<file path="src/rtl/updown_limit_counter.sv">
module updown_limit_counter #(
  parameter int CW = 24,
  parameter int NW = 16
) (
  input  logic          clk,
  input  logic          rst_n,
  input  logic          wide_mode,
  input  logic          hold_top,
  input  logic          hold_bottom,
  input  logic          auto_clear,
  input  logic [CW-1:0] limit_val,
  input  logic          load,
  input  logic [CW:0]   load_val,
  input  logic          cnt_en,
  input  logic          cnt_dn,
  input  logic          flag_clr,
  input  logic          host_read,
  output logic [CW:0]   count,
  output logic          limit_flag,
  output logic          zero_flag
);
  localparam int TW = CW + 1;
  localparam logic [TW-1:0] FULL_WIDE   = TW'(1) << CW;
  localparam logic [TW-1:0] FULL_NARROW = TW'(1) << NW;

  logic [CW-1:0] lim_sel;
  logic [TW-1:0] top, nxt;
  logic up, dn, at_top, at_zero, stall, step, lim_set, zero_set, clr;

  assign lim_sel = wide_mode ? limit_val : CW'(limit_val[NW-1:0]);
  assign top     = (lim_sel == '0) ? (wide_mode ? FULL_WIDE : FULL_NARROW) : TW'(lim_sel);

  assign up      = cnt_en && !cnt_dn;
  assign dn      = cnt_en && cnt_dn;
  assign at_top  = (count >= top);
  assign at_zero = (count == '0);

  assign stall = (up && at_top  && hold_top    && limit_flag) ||
                 (dn && at_zero && hold_bottom && zero_flag);
  assign step  = cnt_en && !stall && !load;

  always_comb begin
    nxt = count;
    if (load)      nxt = load_val;
    else if (step) begin
      if (up) nxt = at_top  ? '0  : count + TW'(1);
      else    nxt = at_zero ? top : count - TW'(1);
    end
  end

  assign lim_set  = (step && nxt == top) || (auto_clear && !host_read && count == top);
  assign zero_set = (step && nxt == '0)  || (auto_clear && !host_read && at_zero);
  assign clr      = flag_clr || (auto_clear && host_read);

  always_ff @(posedge clk) begin
    if (!rst_n) begin
      count      <= '0;
      limit_flag <= 1'b0;
      zero_flag  <= 1'b1;
    end else begin
      count <= nxt;
      if (lim_set)  limit_flag <= 1'b1;
      else if (clr) limit_flag <= 1'b0;
      if (zero_set) zero_flag  <= 1'b1;
      else if (clr) zero_flag  <= 1'b0;
    end
  end

  a_r2_step_up: assert property (@(posedge clk) disable iff (!rst_n)
    (!load && up && count < top) |=> count == TW'($past(count) + TW'(1)));

  a_r3_roll_to_zero: assert property (@(posedge clk) disable iff (!rst_n)
    (!load && up && !hold_top && count == top) |=> count == '0);

  a_r4_hold_at_top: assert property (@(posedge clk) disable iff (!rst_n)
    (!load && up && hold_top && limit_flag && count == top) |=> $stable(count));

  a_r5_hold_at_zero: assert property (@(posedge clk) disable iff (!rst_n)
    (!load && dn && hold_bottom && zero_flag && count == '0) |=> $stable(count));

  a_r8_latched_limit: assert property (@(posedge clk) disable iff (!rst_n)
    (!auto_clear && !flag_clr && limit_flag) |=> limit_flag);

  a_r10_set_wins: assert property (@(posedge clk) disable iff (!rst_n)
    (flag_clr && step && nxt == top) |=> limit_flag);
endmodule

</file>
<file path="config.mk">
export PLATFORM = sky130hd
export DESIGN_NAME = updown_limit_counter
export DESIGN_NICKNAME = d
export VERILOG_FILES = /design/src/rtl/updown_limit_counter.sv
export SDC_FILE = /design/constraint.sdc
export NUM_CORES = 1
export LEC_CHECK = 0
export ABC_CLOCK_PERIOD_IN_PS = 8300
export BUFFER_PORTS_ARGS = -buffer_cell sky130_fd_sc_hd__buf_2
export CORE_AREA = 2 2 86 88
export CTS_CLUSTER_DIAMETER = 80
export DETAILED_ROUTE_END_ITERATION = 6
export DIE_AREA = 0 0 88 90
export PLACE_DENSITY = 0.88
export SETUP_SLACK_MARGIN = 0.15
export SKIP_CTS_REPAIR_TIMING = 1
export SLEW_MARGIN = 30
export SYNTH_ARGS = -nofsm -noshare
export SYNTH_HDL_FRONTEND = slang
export SYNTH_SLANG_ARGS = --single-unit
</file>
<file path="constraint.sdc">
create_clock -name clk -period 8.3 [get_ports clk]
set_input_delay 1.245 -clock clk [delete_from_list [all_inputs] [get_ports clk]]
set_output_delay 1.245 -clock clk [all_outputs]
set_load 0.005 [all_outputs]
</file>
==> results of run 1 <==
-- cell type report --
type                    instances  area [um^2]  share of cell area (%)
clock buffers                   3        41.29                  0.8926
clock inverters                 1        7.507                  0.1623
inverters                      28        105.1                   2.272
multi-input cells             488         3332                   72.03
flip-flops and latches         27        540.5                   11.69
well taps                      99        123.9                   2.678
repair buffers                 92        475.5                   10.28
-- metrics by stage --
stage	worst slack (ns)	std cells	util (%)
after floorplan	3.097	585	-
after global placement	2.129	734	65.19
after detailed placement	2.043	734	65.19
after CTS	2.324	738	65.89
after global routing	2.120	738	65.89
final	2.253	738	65.89
-- worst min-delay path by stage --
stage | from | end | cells after the start
floorplan | limit_flag$_SDFFE_PN0P_ | limit_flag$_SDFFE_PN0P_ | 4
global placement | zero_flag$_SDFFE_PP1P_ | zero_flag$_SDFFE_PP1P_ | 3
detailed placement | zero_flag$_SDFFE_PP1P_ | zero_flag$_SDFFE_PP1P_ | 3
CTS | zero_flag$_SDFFE_PP1P_ | zero_flag$_SDFFE_PP1P_ | 3
global route | zero_flag$_SDFFE_PP1P_ | zero_flag$_SDFFE_PP1P_ | 3
finish | zero_flag$_SDFFE_PP1P_ | zero_flag$_SDFFE_PP1P_ | 3
-- worst reg2reg max path: stages (launching register included) --
cell      delay (ns)
dfxtp_1         0.46
inv_1           0.21
ha_1            0.30
nand4_1         0.60
nor2_1          0.80
buf_4           0.34
nor2_1          0.08
a211oi_1        0.29
a211oi_2        0.11
o31ai_4         0.27
xnor2_1         0.15
or4_1           0.40
or4b_1          0.54
o31ai_2         0.18
-- Yosys cell counts, types with 3 or more instances --
cell / n / area, um^2
clkbuf_1: 21 / 78.83
o21a_1: 4 / 30.03
o211ai_1: 7 / 52.55
o311ai_0: 3 / 26.28
and2_1: 27 / 168.9
inv_1: 28 / 105.1
nor2b_1: 3 / 18.77
a211oi_1: 17 / 127.6
o22ai_1: 3 / 18.77
nor2_1: 47 / 176.4
a21oi_1: 21 / 105.1
a32oi_1: 3 / 26.28
dfxtp_1: 27 / 540.5
nand2_1: 58 / 217.7
nand3_1: 21 / 105.1
a211o_1: 3 / 26.28
xor2_1: 15 / 131.4
ha_1: 27 / 337.8
o31ai_1: 10 / 75.07
o32a_1: 3 / 30.03
o21ai_1: 3 / 15.01
or4_1: 7 / 52.55
o21ai_0: 30 / 150.1
o32ai_1: 3 / 26.28
nand4_1: 17 / 106.4
and4_1: 5 / 43.79
xnor2_1: 37 / 324.1
buf_2: 19 / 95.09
and3_1: 12 / 75.07
nor4_1: 16 / 100.1
mux2i_1: 3 / 30.03
a31oi_1: 5 / 31.28
nor3_1: 25 / 125.1
or3_1: 3 / 18.77
-- cell families (layout without fill, tap and decap cells) --
family                     after synthesis  after routing
and+or+nand+nor                        265            265
AOI/OAI and AO/OA                      139            139
buffers and inverters                   70            124
xor gates and xnor gates                52             52
adders and majority gates               27             27
DFF                                     27             27
muxes                                    5              5
-- layer usage --
metal | up-vias | wire [um] | GRT usage [%]
met1 | 2324 | 6418 | 54.52
met2 | 411 | 7447 | 63.38
met3 | 102 | 1871 | 6.428
met4 | 0 | 1043 | 22.05
met5 | - | 0 | 0
li1 | 2257 | - | -
-- sequential cells by signal, summed over array words and instances (netlist names) --
signal	flops
zero_flag	1
count	25
limit_flag	1
-- power by group --
part	internal [mW]	switching [mW]	total (mW)
Clock	0.0344	0.0545	0.0889
Combinational	0.104	0.155	0.259
Sequential	0.139	0.0297	0.168
Total	0.277	0.239	0.516
==> reports/qor_table.md, run 1 <==
| Group | Quantity | This run |
| --- | --- | --- |
| status | Run status | finished clean |
| yosys | Share of synthesized flip-flops with an asynchronous set or reset | 0% |
| worst setup path | CP bufs+invs | 1 |
| yosys | Xor/xnor share of the synthesized area | 10.93% |
| global route | Largest net degree at the start of global routing | 50 |
| timing | Count of endpoints failing setup in the final report | 0 |
| placement | Total half-perimeter wirelength after legalization and detailed placement | 12470 um |
| route | Number of nets with antenna violations after routing | 0 |
| global route | Number of antenna violations at the first check in global routing | 0 |
| global route | Global-route wire length before repair | 25540 um |
| timing | Worst hold slack across all endpoints | 0.7372 ns |
| worst setup path | Endpoint class of the critical path | register |
| worst setup path | Largest fanout of any net on the critical path | 11 |
| yosys | Net Count, Synth | 672 |
| timing | Period utilisation layout | 72.86% |
| yosys | Mean instance size in the synthesized netlist | 7.122 um^2 |
| worst setup path | Family of cells with the greatest summed delay on the critical path | simple AND/OR/NAND/NOR gates |
| clock tree | Clock-pin slew reported for the worst setup and hold paths after clock tree synthesis | 0.11 ns |
| worst setup path | Most repeated library cell on the critical path | nand4_1 |
| route | Total detailed-routing wirelength | 16780 um |
| worst setup path | Largest stage delay on the critical path | 0.54 ns |
| clock tree | Root buf cell | clkbuf_8 |
| route | DRC viols | 0 |
| yosys | Combinational family with the most area after synthesis | simple AND/OR/NAND/NOR gates |
| yosys | Mux share of post-synthesis cell area | 1.261% |
| floorplanning | Core outline area | 0.007020 mm^2 |
| worst setup path | CP max stage cell | or4b_1 |
| timing | Number of max-slew violations in the final report | 0 |
| clock tree | H-tree depth reported by CTS | 1 |
| finish | Fillcell total | 639 |
| worst setup path | Worst setup SP type | input port |
| placement | Area after DPL | 0.004577 mm^2 |
| timing | Normalized max-slew margin | 40.32% |
| floorplanning | Number of core rows | 31 |
| worst setup path | Required time worst endpoint | 8.52 ns |
| placement | Placer Congestion | 1.050 |
| route | WL/cell | 22.74 um |
| yosys | Register bit count reported by yosys | 27 |
| clock tree | TritonCTS Buffers | 3 |
| clock tree | Total clock sinks | 27 |
| yosys | Warnings from Yosys | 0 |
| global route | Total congestion overflow after global routing | 0 |
| worst setup path | Number of stages on the worst setup path | 16 |
| floorplanning | X dimension of the die | 88 um |
| finish | Layout overhead on the synthesized area | 11.02% |
| finish | Leading cell type in the layout, fill and taps excluded | buf_2 |
| yosys | Number of library cell types mapped by synthesis | 76 |
| pwr | Worst IR Drop VDD | 0.06031 mV |
| timing | Worst Tran Pin Value | 0.8877 ns |
| timing | Final setup skew | 0.01345 ns |
| worst setup path | Cells traversed along the worst timing path | buf_2, nor4_1, nand4_1, nor2_1, a21oi_1, ha_1, nand4_1, or4_4, or3_2, nand2_1, o21ai_0, a221o_1, xnor2_1, or4_1, or4b_1, o31ai_2 |
| worst setup path | Worst EP arrival | 6.27 ns |
| yosys | Sequential area share after synthesis | 12.97% |
| timing | Final Hold Fails | 0 |
| worst setup path | Worst R2R Setup Slack | 3.51 ns |
| finish | Share of layout cells above drive strength 1 | 19.41% |
| yosys | Post-synthesis compound-gate area fraction | 24.62% |
| floorplanning | Die Height | 90 um |
| worst setup path | R2r worst-path depth | 13 |
| worst setup path | Worst setup path startpoint | limit_val[12] |
| route | Length of the first detailed-routing pass in iterations | 6 |
| yosys | Dominant synthesized flop cell | dfxtp_1 |
| clock tree | TritonCTS clock tree | yes |
| min path | Worst hold path class | reg2reg |
| worst setup path | Reg-to-Reg End | limit_flag$_SDFFE_PN0P_ |
| global route | Via count of the first global-routing pass | 4761 |
| yosys | Number of instances in the synthesized netlist | 585 |
| pwr | Post-layout power | 516.2 uW |
| pwr | Leakage power summed over all cells | 1.864 nW |
| floorplanning | DIE AREA | 0.007920 mm^2 |
| floorplanning | I/O pins | 87 |
| worst setup path | Critical path type | in2reg |
| route | Via density per instance | 6.902 |
| route | Iteration-0 DRC Markers | 703 |
| global route | Aggregate global-route resource usage | 41.26% |
| yosys | Adder-cell share of the synthesized area | 8.108% |
| timing | Max frequency | 165.4 MHz |
| finish | Layout Nets | 727 |
| worst setup path | Crit path to | limit_flag$_SDFFE_PN0P_ |
| clock tree | Insertion delay to the later sink of the worst-skew pair | 0.30 ns |
| clock tree | Max Buffers Root-to-Sink | 2 |
| placement | Number of I/O port buffers | 86 |
| floorplanning | Effective utilization at floorplan | 59.35% |
| timing | Setup repair after global routing missed its margin | no |
| finish | Diode insertion count for antenna repair | 0 |
| finish | Final design instance area without fill | 0.004626 mm^2 |
| yosys | Netlist area before placement | 0.004166 mm^2 |
| finish | Leading cell types in the layout, fill and taps excluded | buf_2, nand2_1, nor2_1 |
| route | Overall via count from detail_route | 5094 |
| flow run | Max-cap violations | 0 |
| pwr | P per Cell Area | 111.6 mW/mm^2 |
| yosys | Basic-gate share of the synthesized area counting and, or, nand and nor cells | 35.05% |
| timing | Total Neg Setup Slack | 0 ns |
| timing | Final critical delay including setup and external delays | 6.047 ns |
| worst setup path | RR Startpoint | count[0]$_SDFF_PN0_ |
| yosys | Number of enable-type register cells in the synthesized netlist | 0 |
Power figures use the tool's default switching activity.
==> inputs of run 2 (changes only) <==
Settings changed: ABC_CLOCK_PERIOD_IN_PS 8300 to 6300, CORE_AREA 2 2 86 88 to 2 2 89 91, DIE_AREA 0 0 88 90 to 0 0 91 93, PLACE_DENSITY 0.88 to 0.83.
Clock period 8.3 ns to 6.3 ns, I/O delays scaled along.
==> reports/qor_table.md, run 2 (same netlist as run 1, synthesis figures left out) <==
| Group | Quantity | This run |
| --- | --- | --- |
| finish | Leading cell type in the layout, fill and taps excluded | buf_2 |
| finish | Leading cell types in the layout, fill and taps excluded | buf_2, nand2_1, nor2_1 |
| route | Via density per instance | 6.793 |
| status | Run status | finished clean |
| timing | Final Hold Fails | 0 |
| placement | Number of I/O port buffers | 86 |
| worst setup path | Reg-to-Reg End | limit_flag$_SDFFE_PN0P_ |
| placement | Placer Congestion | 1.041 |
| finish | Share of layout cells above drive strength 1 | 20.77% |
| timing | Count of endpoints failing setup in the final report | 0 |
| timing | Worst Tran Pin Value | 0.7924 ns |
| global route | Global-route wire length before repair | 26570 um |
| clock tree | TritonCTS clock tree | yes |
| clock tree | Total clock sinks | 27 |
| clock tree | Max Buffers Root-to-Sink | 2 |
| timing | Setup repair after global routing missed its margin | no |
| placement | Total half-perimeter wirelength after legalization and detailed placement | 12690 um |
| route | WL/cell | 22.69 um |
| floorplanning | Number of core rows | 32 |
| timing | Period utilisation layout | 87.11% |
| finish | Layout overhead on the synthesized area | 13.06% |
| global route | Total congestion overflow after global routing | 0 |
| worst setup path | Worst R2R Setup Slack | 1.46 ns |
| worst setup path | CP bufs+invs | 2 |
| worst setup path | Critical path type | in2reg |
| finish | Fraction of the core area covered by cells at the end of the flow | 62.58% |
| route | Total detailed-routing wirelength | 17060 um |
| timing | Total Neg Setup Slack | 0 ns |
| timing | Smallest setup slack after layout | 0.8118 ns |
| timing | Final critical delay including setup and external delays | 5.488 ns |
| worst setup path | Worst EP arrival | 5.71 ns |
| finish | Layout Nets | 738 |
| worst setup path | Largest stage delay on the critical path | 0.55 ns |
| flow run | Max-cap violations | 0 |
| global route | Largest net degree at the start of global routing | 49 |
| timing | Max frequency | 182.2 MHz |
| timing | Final setup skew | 0.007119 ns |
| worst setup path | Cells traversed along the worst timing path | buf_2, nor4_1, nand4_1, nor2_1, inv_1, ha_1, nand4_4, nor4_2, nand3_1, a31oi_1, or2_4, nor2_2, a221o_1, xnor2_1, or4_1, or4b_1, o31ai_2 |
| finish | Fillcell total | 743 |
| route | DRC viols | 0 |
| global route | Aggregate global-route resource usage | 39.74% |
| floorplanning | Die Height | 93 um |
| pwr | Leakage power summed over all cells | 1.918 nW |
| clock tree | TritonCTS Buffers | 3 |
| placement | Pre-CTS setup slack | 0.6279 ns |
| finish | Largest registers | count x25, limit_flag x1, zero_flag x1 |
| min path | Worst hold path class | reg2reg |
| floorplanning | DIE AREA | 0.008463 mm^2 |
| worst setup path | RR Startpoint | count[5]$_SDFF_PN0_ |
| worst setup path | Worst setup path startpoint | limit_val[7] |
| floorplanning | Effective utilization at floorplan | 55.35% |
| worst setup path | Required time worst endpoint | 6.52 ns |
| route | Number of nets with antenna violations after routing | 0 |
| worst setup path | Family of cells with the greatest summed delay on the critical path | simple AND/OR/NAND/NOR gates |
| worst setup path | R2r worst-path depth | 12 |
| pwr | P per Cell Area | 145.9 mW/mm^2 |
| worst setup path | Endpoint class of the critical path | register |
| timing | Normalized max-slew margin | 47.18% |
| timing | Number of max-slew violations in the final report | 0 |
| clock tree | H-tree depth reported by CTS | 1 |
| pwr | Worst IR Drop VDD | 0.09887 mV |
| finish | Final design instance area without fill | 0.004711 mm^2 |
| finish | Diode insertion count for antenna repair | 0 |
| global route | Via count of the first global-routing pass | 4892 |
| worst setup path | Number of stages on the worst setup path | 17 |
| clock tree | Insertion delay to the later sink of the worst-skew pair | 0.30 ns |
| worst setup path | Worst setup SP type | input port |
| global route | Number of antenna violations at the first check in global routing | 0 |
| clock tree | Clock-pin slew reported for the worst setup and hold paths after clock tree synthesis | 0.12 ns |
| route | Length of the first detailed-routing pass in iterations | 5 |
| route | Iteration-0 DRC Markers | 601 |
| floorplanning | I/O pins | 87 |
| worst setup path | CP max stage cell | or4_1 |
| floorplanning | Core outline area | 0.007527 mm^2 |
| floorplanning | X dimension of the die | 91 um |
| worst setup path | Crit path to | limit_flag$_SDFFE_PN0P_ |
| clock tree | Root buf cell | clkbuf_8 |
| finish | Flip-flop count of the largest register, all copies and words added | 25 |
| worst setup path | Largest fanout of any net on the critical path | 12 |
| route | Overall via count from detail_route | 5108 |
| pwr | Post-layout power | 687.3 uW |
| placement | Area after DPL | 0.004666 mm^2 |
| finish | Largest reg by FF count | count |
## run 2: worst register-to-register path, cell delays in order (launching register included)
cell and delay (ns):
dfxtp_1 0.47, nor4_4 0.46, nand4_1 0.71, nor2_1 0.77, buf_4 0.37, nor2_1 0.09, a211oi_1 0.27, a211oi_2 0.10
o31ai_4 0.24, xnor2_1 0.12, or4_1 0.44, or4b_1 0.54, o31ai_2 0.18
## run 2: power by group
group          internal [mW]  leakage (nW)  switching (mW)  total (mW)
clock                 0.0458        0.0228          0.0713       0.117
combinational          0.143          1.67           0.205       0.348
sequential             0.183         0.224          0.0392       0.222
total                  0.371          1.92           0.316       0.687
## run 2: final cells by class
cell class / count / area, um^2 / area share (%)
clock buffer: 4 / 45.04 / 0.9562
inverter: 28 / 105.1 / 2.231
multi-input combinational: 488 / 3334 / 70.78
sequential: 27 / 540.5 / 11.47
tap: 102 / 127.6 / 2.709
timing repair buffer: 103 / 558.0 / 11.85
## run 2: how the worst min path moves through the flow
| stage | from | depth (start not counted) | to |
|---|---|---|---|
| after floorplan | limit_flag$_SDFFE_PN0P_ | 4 | limit_flag$_SDFFE_PN0P_ |
| after global placement | limit_flag$_SDFFE_PN0P_ | 4 | limit_flag$_SDFFE_PN0P_ |
| after detailed placement | limit_flag$_SDFFE_PN0P_ | 4 | limit_flag$_SDFFE_PN0P_ |
| after CTS | limit_flag$_SDFFE_PN0P_ | 4 | limit_flag$_SDFFE_PN0P_ |
| after global routing | limit_flag$_SDFFE_PN0P_ | 4 | limit_flag$_SDFFE_PN0P_ |
| final | limit_flag$_SDFFE_PN0P_ | 4 | limit_flag$_SDFFE_PN0P_ |
## run 2: layer usage
layer  part of all wire (%)  vias to the layer above  track usage (%)
met4                    6.2                        0            24.75
met5                      0                        -                0
li1                       -                     2280                -
met3                     12                       83            7.736
met1                     37                     2307            49.33
met2                     44                      438            63.46
## run 2: per-stage QoR
| step | std cells | hold WS [ns] |
|---|---|---|
| global placement | 748 | 0.7182 |
| floorplan | 585 | 0.6252 |
| finish | 752 | 0.7607 |
| CTS | 752 | 0.7457 |
| global route | 752 | 0.8042 |
| detailed placement | 748 | 0.7253 |
==> inputs of run 3 (changes only) <==
Settings changed: GPL_TIMING_DRIVEN set to 0, REMOVE_ABC_BUFFERS set to 1.
==> reports/qor_table.md, run 3 (same netlist as run 1, synthesis figures left out) <==
| Group | Quantity | This run |
| --- | --- | --- |
| route | Overall via count from detail_route | 5027 |
| global route | Via count of the first global-routing pass | 4639 |
| worst setup path | Largest stage delay on the critical path | 0.64 ns |
| global route | Global-route wire length before repair | 24170 um |
| route | WL/cell | 21.24 um |
| pwr | P per Cell Area | 144.1 mW/mm^2 |
| status | Run status | finished clean |
| worst setup path | Cells traversed along the worst timing path | buf_2, nor4_1, nand4_1, nor2_1, inv_1, ha_1, nand4_4, nor3_1, a2111oi_4, nand4_1, nor2_4, a31oi_1, o211ai_1, a31oi_1, or4_1, or4b_1, o31ai_2 |
| clock tree | Clock-pin slew reported for the worst setup and hold paths after clock tree synthesis | 0.11 ns |
| floorplanning | Number of core rows | 32 |
| worst setup path | CP max stage cell | nor2_4 |
| clock tree | TritonCTS Buffers | 3 |
| placement | Placer Congestion | 1.040 |
| pwr | Net load switching power | 303.4 uW |
| timing | Number of max-slew violations in the final report | 0 |
| placement | Cell total after placement | 733 |
| floorplanning | I/O pins | 87 |
| min path | Worst hold path class | reg2reg |
| route | DRC viols | 0 |
| finish | Layout Nets | 725 |
| worst setup path | Worst setup SP type | input port |
| clock tree | Insertion delay to the later sink of the worst-skew pair | 0.29 ns |
| route | Length of the first detailed-routing pass in iterations | 5 |
| global route | Number of antenna violations at the first check in global routing | 0 |
| clock tree | Total clock sinks | 27 |
| worst setup path | Family of cells with the greatest summed delay on the critical path | simple AND/OR/NAND/NOR gates |
| timing | Count of endpoints failing setup in the final report | 0 |
| timing | Final critical delay including setup and external delays | 6.155 ns |
| pwr | Worst IR Drop VDD | 0.08782 mV |
| worst setup path | Critical path type | in2reg |
| finish | Share of layout cells above drive strength 1 | 19.78% |
| timing | Period utilisation layout | 97.70% |
| placement | Pre-CTS setup slack | -0.02181 ns |
| route | Number of nets with antenna violations after routing | 0 |
| timing | Smallest setup slack after layout | 0.1448 ns |
| global route | Aggregate global-route resource usage | 36.02% |
| worst setup path | Endpoint class of the critical path | register |
| worst setup path | CP bufs+invs | 2 |
| finish | Fillcell total | 725 |
| floorplanning | X dimension of the die | 91 um |
| finish | Layout overhead on the synthesized area | 11.83% |
| pwr | Share of total power in sequential cells | 33.0% |
| flow run | Max-cap violations | 0 |
| clock tree | Max Buffers Root-to-Sink | 2 |
| finish | Leading cell types in the layout, fill and taps excluded | buf_2, nand2_1, nor2_1 |
| placement | Number of I/O port buffers | 86 |
| pwr | Leakage power summed over all cells | 1.870 nW |
| global route | Total congestion overflow after global routing | 0 |
| route | Total detailed-routing wirelength | 15690 um |
| timing | Normalized max-slew margin | 32.57% |
| route | Iteration-0 DRC Markers | 716 |
| finish | Largest reg by FF count | count |
| pwr | Portion of total power attributed to the clock network | 17.0% |
| route | Via density per instance | 6.802 |
| pwr | Switching share of total power | 45.17% |
| clock tree | TritonCTS clock tree | yes |
| finish | Flip-flop count of the largest register, all copies and words added | 25 |
| pwr | Fraction of power consumed by combinational cells | 50.0% |
| timing | Final setup skew | 0.002523 ns |
| worst setup path | Worst EP arrival | 6.35 ns |
| clock tree | Root buf cell | clkbuf_8 |
| finish | Largest registers | count x25, limit_flag x1, zero_flag x1 |
| clock tree | H-tree depth reported by CTS | 1 |
| finish | Final instance count without filler cells | 739 |
| timing | Setup repair after global routing missed its margin | no |
| timing | Worst Tran Pin Value | 1.011 ns |
| timing | Max frequency | 162.5 MHz |
| timing | Final Hold Fails | 0 |
| finish | Leading cell type in the layout, fill and taps excluded | buf_2 |
| finish | Diode insertion count for antenna repair | 0 |
| global route | Largest net degree at the start of global routing | 50 |
| pwr | Pint | 368.2 uW |
| floorplanning | DIE AREA | 0.008463 mm^2 |
| floorplanning | Effective utilization at floorplan | 55.35% |
| placement | Total half-perimeter wirelength after legalization and detailed placement | 11580 um |
| floorplanning | Die Height | 93 um |
| worst setup path | Required time worst endpoint | 6.50 ns |
| floorplanning | Core outline area | 0.007527 mm^2 |
| worst setup path | Largest fanout of any net on the critical path | 13 |
## run 3: cell count changes in the layout (fill, tap and decap cells not counted), sizes merged
cell,change
buf,-13
## run 3: final timing paths
kind                                               from                       to  slack, ns  depth (start not counted)
worst min-delay path            limit_flag$_SDFFE_PN0P_  limit_flag$_SDFFE_PN0P_       0.77                          4
worst max register to register      count[0]$_SDFF_PN0_  limit_flag$_SDFFE_PN0P_       1.33                         12
worst max-delay path                      limit_val[12]  limit_flag$_SDFFE_PN0P_       0.14                         17
worst min register to register  limit_flag$_SDFFE_PN0P_  limit_flag$_SDFFE_PN0P_       0.77                          4
## run 3: layout make-up
cell class / instances / area, um^2 / share of cell area [%]
clock buffers: 4 / 45.04 / 0.9667
well taps: 102 / 127.6 / 2.739
repair buffers: 90 / 484.2 / 10.39
inverters: 28 / 105.1 / 2.256
flip-flops and latches: 27 / 540.5 / 11.60
multi-input cells: 488 / 3357 / 72.05
## run 3: stage by stage
step | setup TNS [ns] | hold slack (ns) | power (mW) | cell area [um^2] | util, %
CTS | 0 | 0.7531 | 0.6590 | 4642 | 61.67
floorplan | 0 | 0.6236 | 0.4251 | 3978 | -
global route | 0 | 0.7921 | 0.7096 | 4659 | 61.90
global placement | -0.9227 | 0.7175 | 0.5332 | 4536 | 60.26
finish | 0 | 0.7725 | 0.6716 | 4659 | 61.90
detailed placement | -0.02181 | 0.7334 | 0.5445 | 4597 | 61.07
## run 3: metal layers
metal	track usage [%]	vias to the layer above	wire [um]
li1	-	2259	-
met1	49.06	2287	6120
met4	17.17	0	737
met3	5.479	67	1996
met2	55.86	414	6839
met5	0	-	0
## run 3: power groups by stage
stage	Sequential [mW]	Clock, mW	Combinational, mW
2_1_floorplan	0.215	0	0.210
3_3_place_gp	0.223	0	0.310
5_1_grt	0.225	0.125	0.360
6_report	0.222	0.114	0.336
3_5_place_dp	0.224	0	0.321
4_1_cts	0.220	0.117	0.323
## run 3: worst reg2reg max path, stage by stage, from the launching register on
cell and delay (ns):
dfxtp_1 0.47, inv_1 0.20, ha_1 0.29, nand4_1 0.59, o31ai_1 0.63, o21bai_2 0.25
or2_4 0.39, nor2_2 0.16, a221o_1 0.41, xnor2_1 0.14, or4_1 0.52, or4b_1 0.57
o31ai_2 0.27
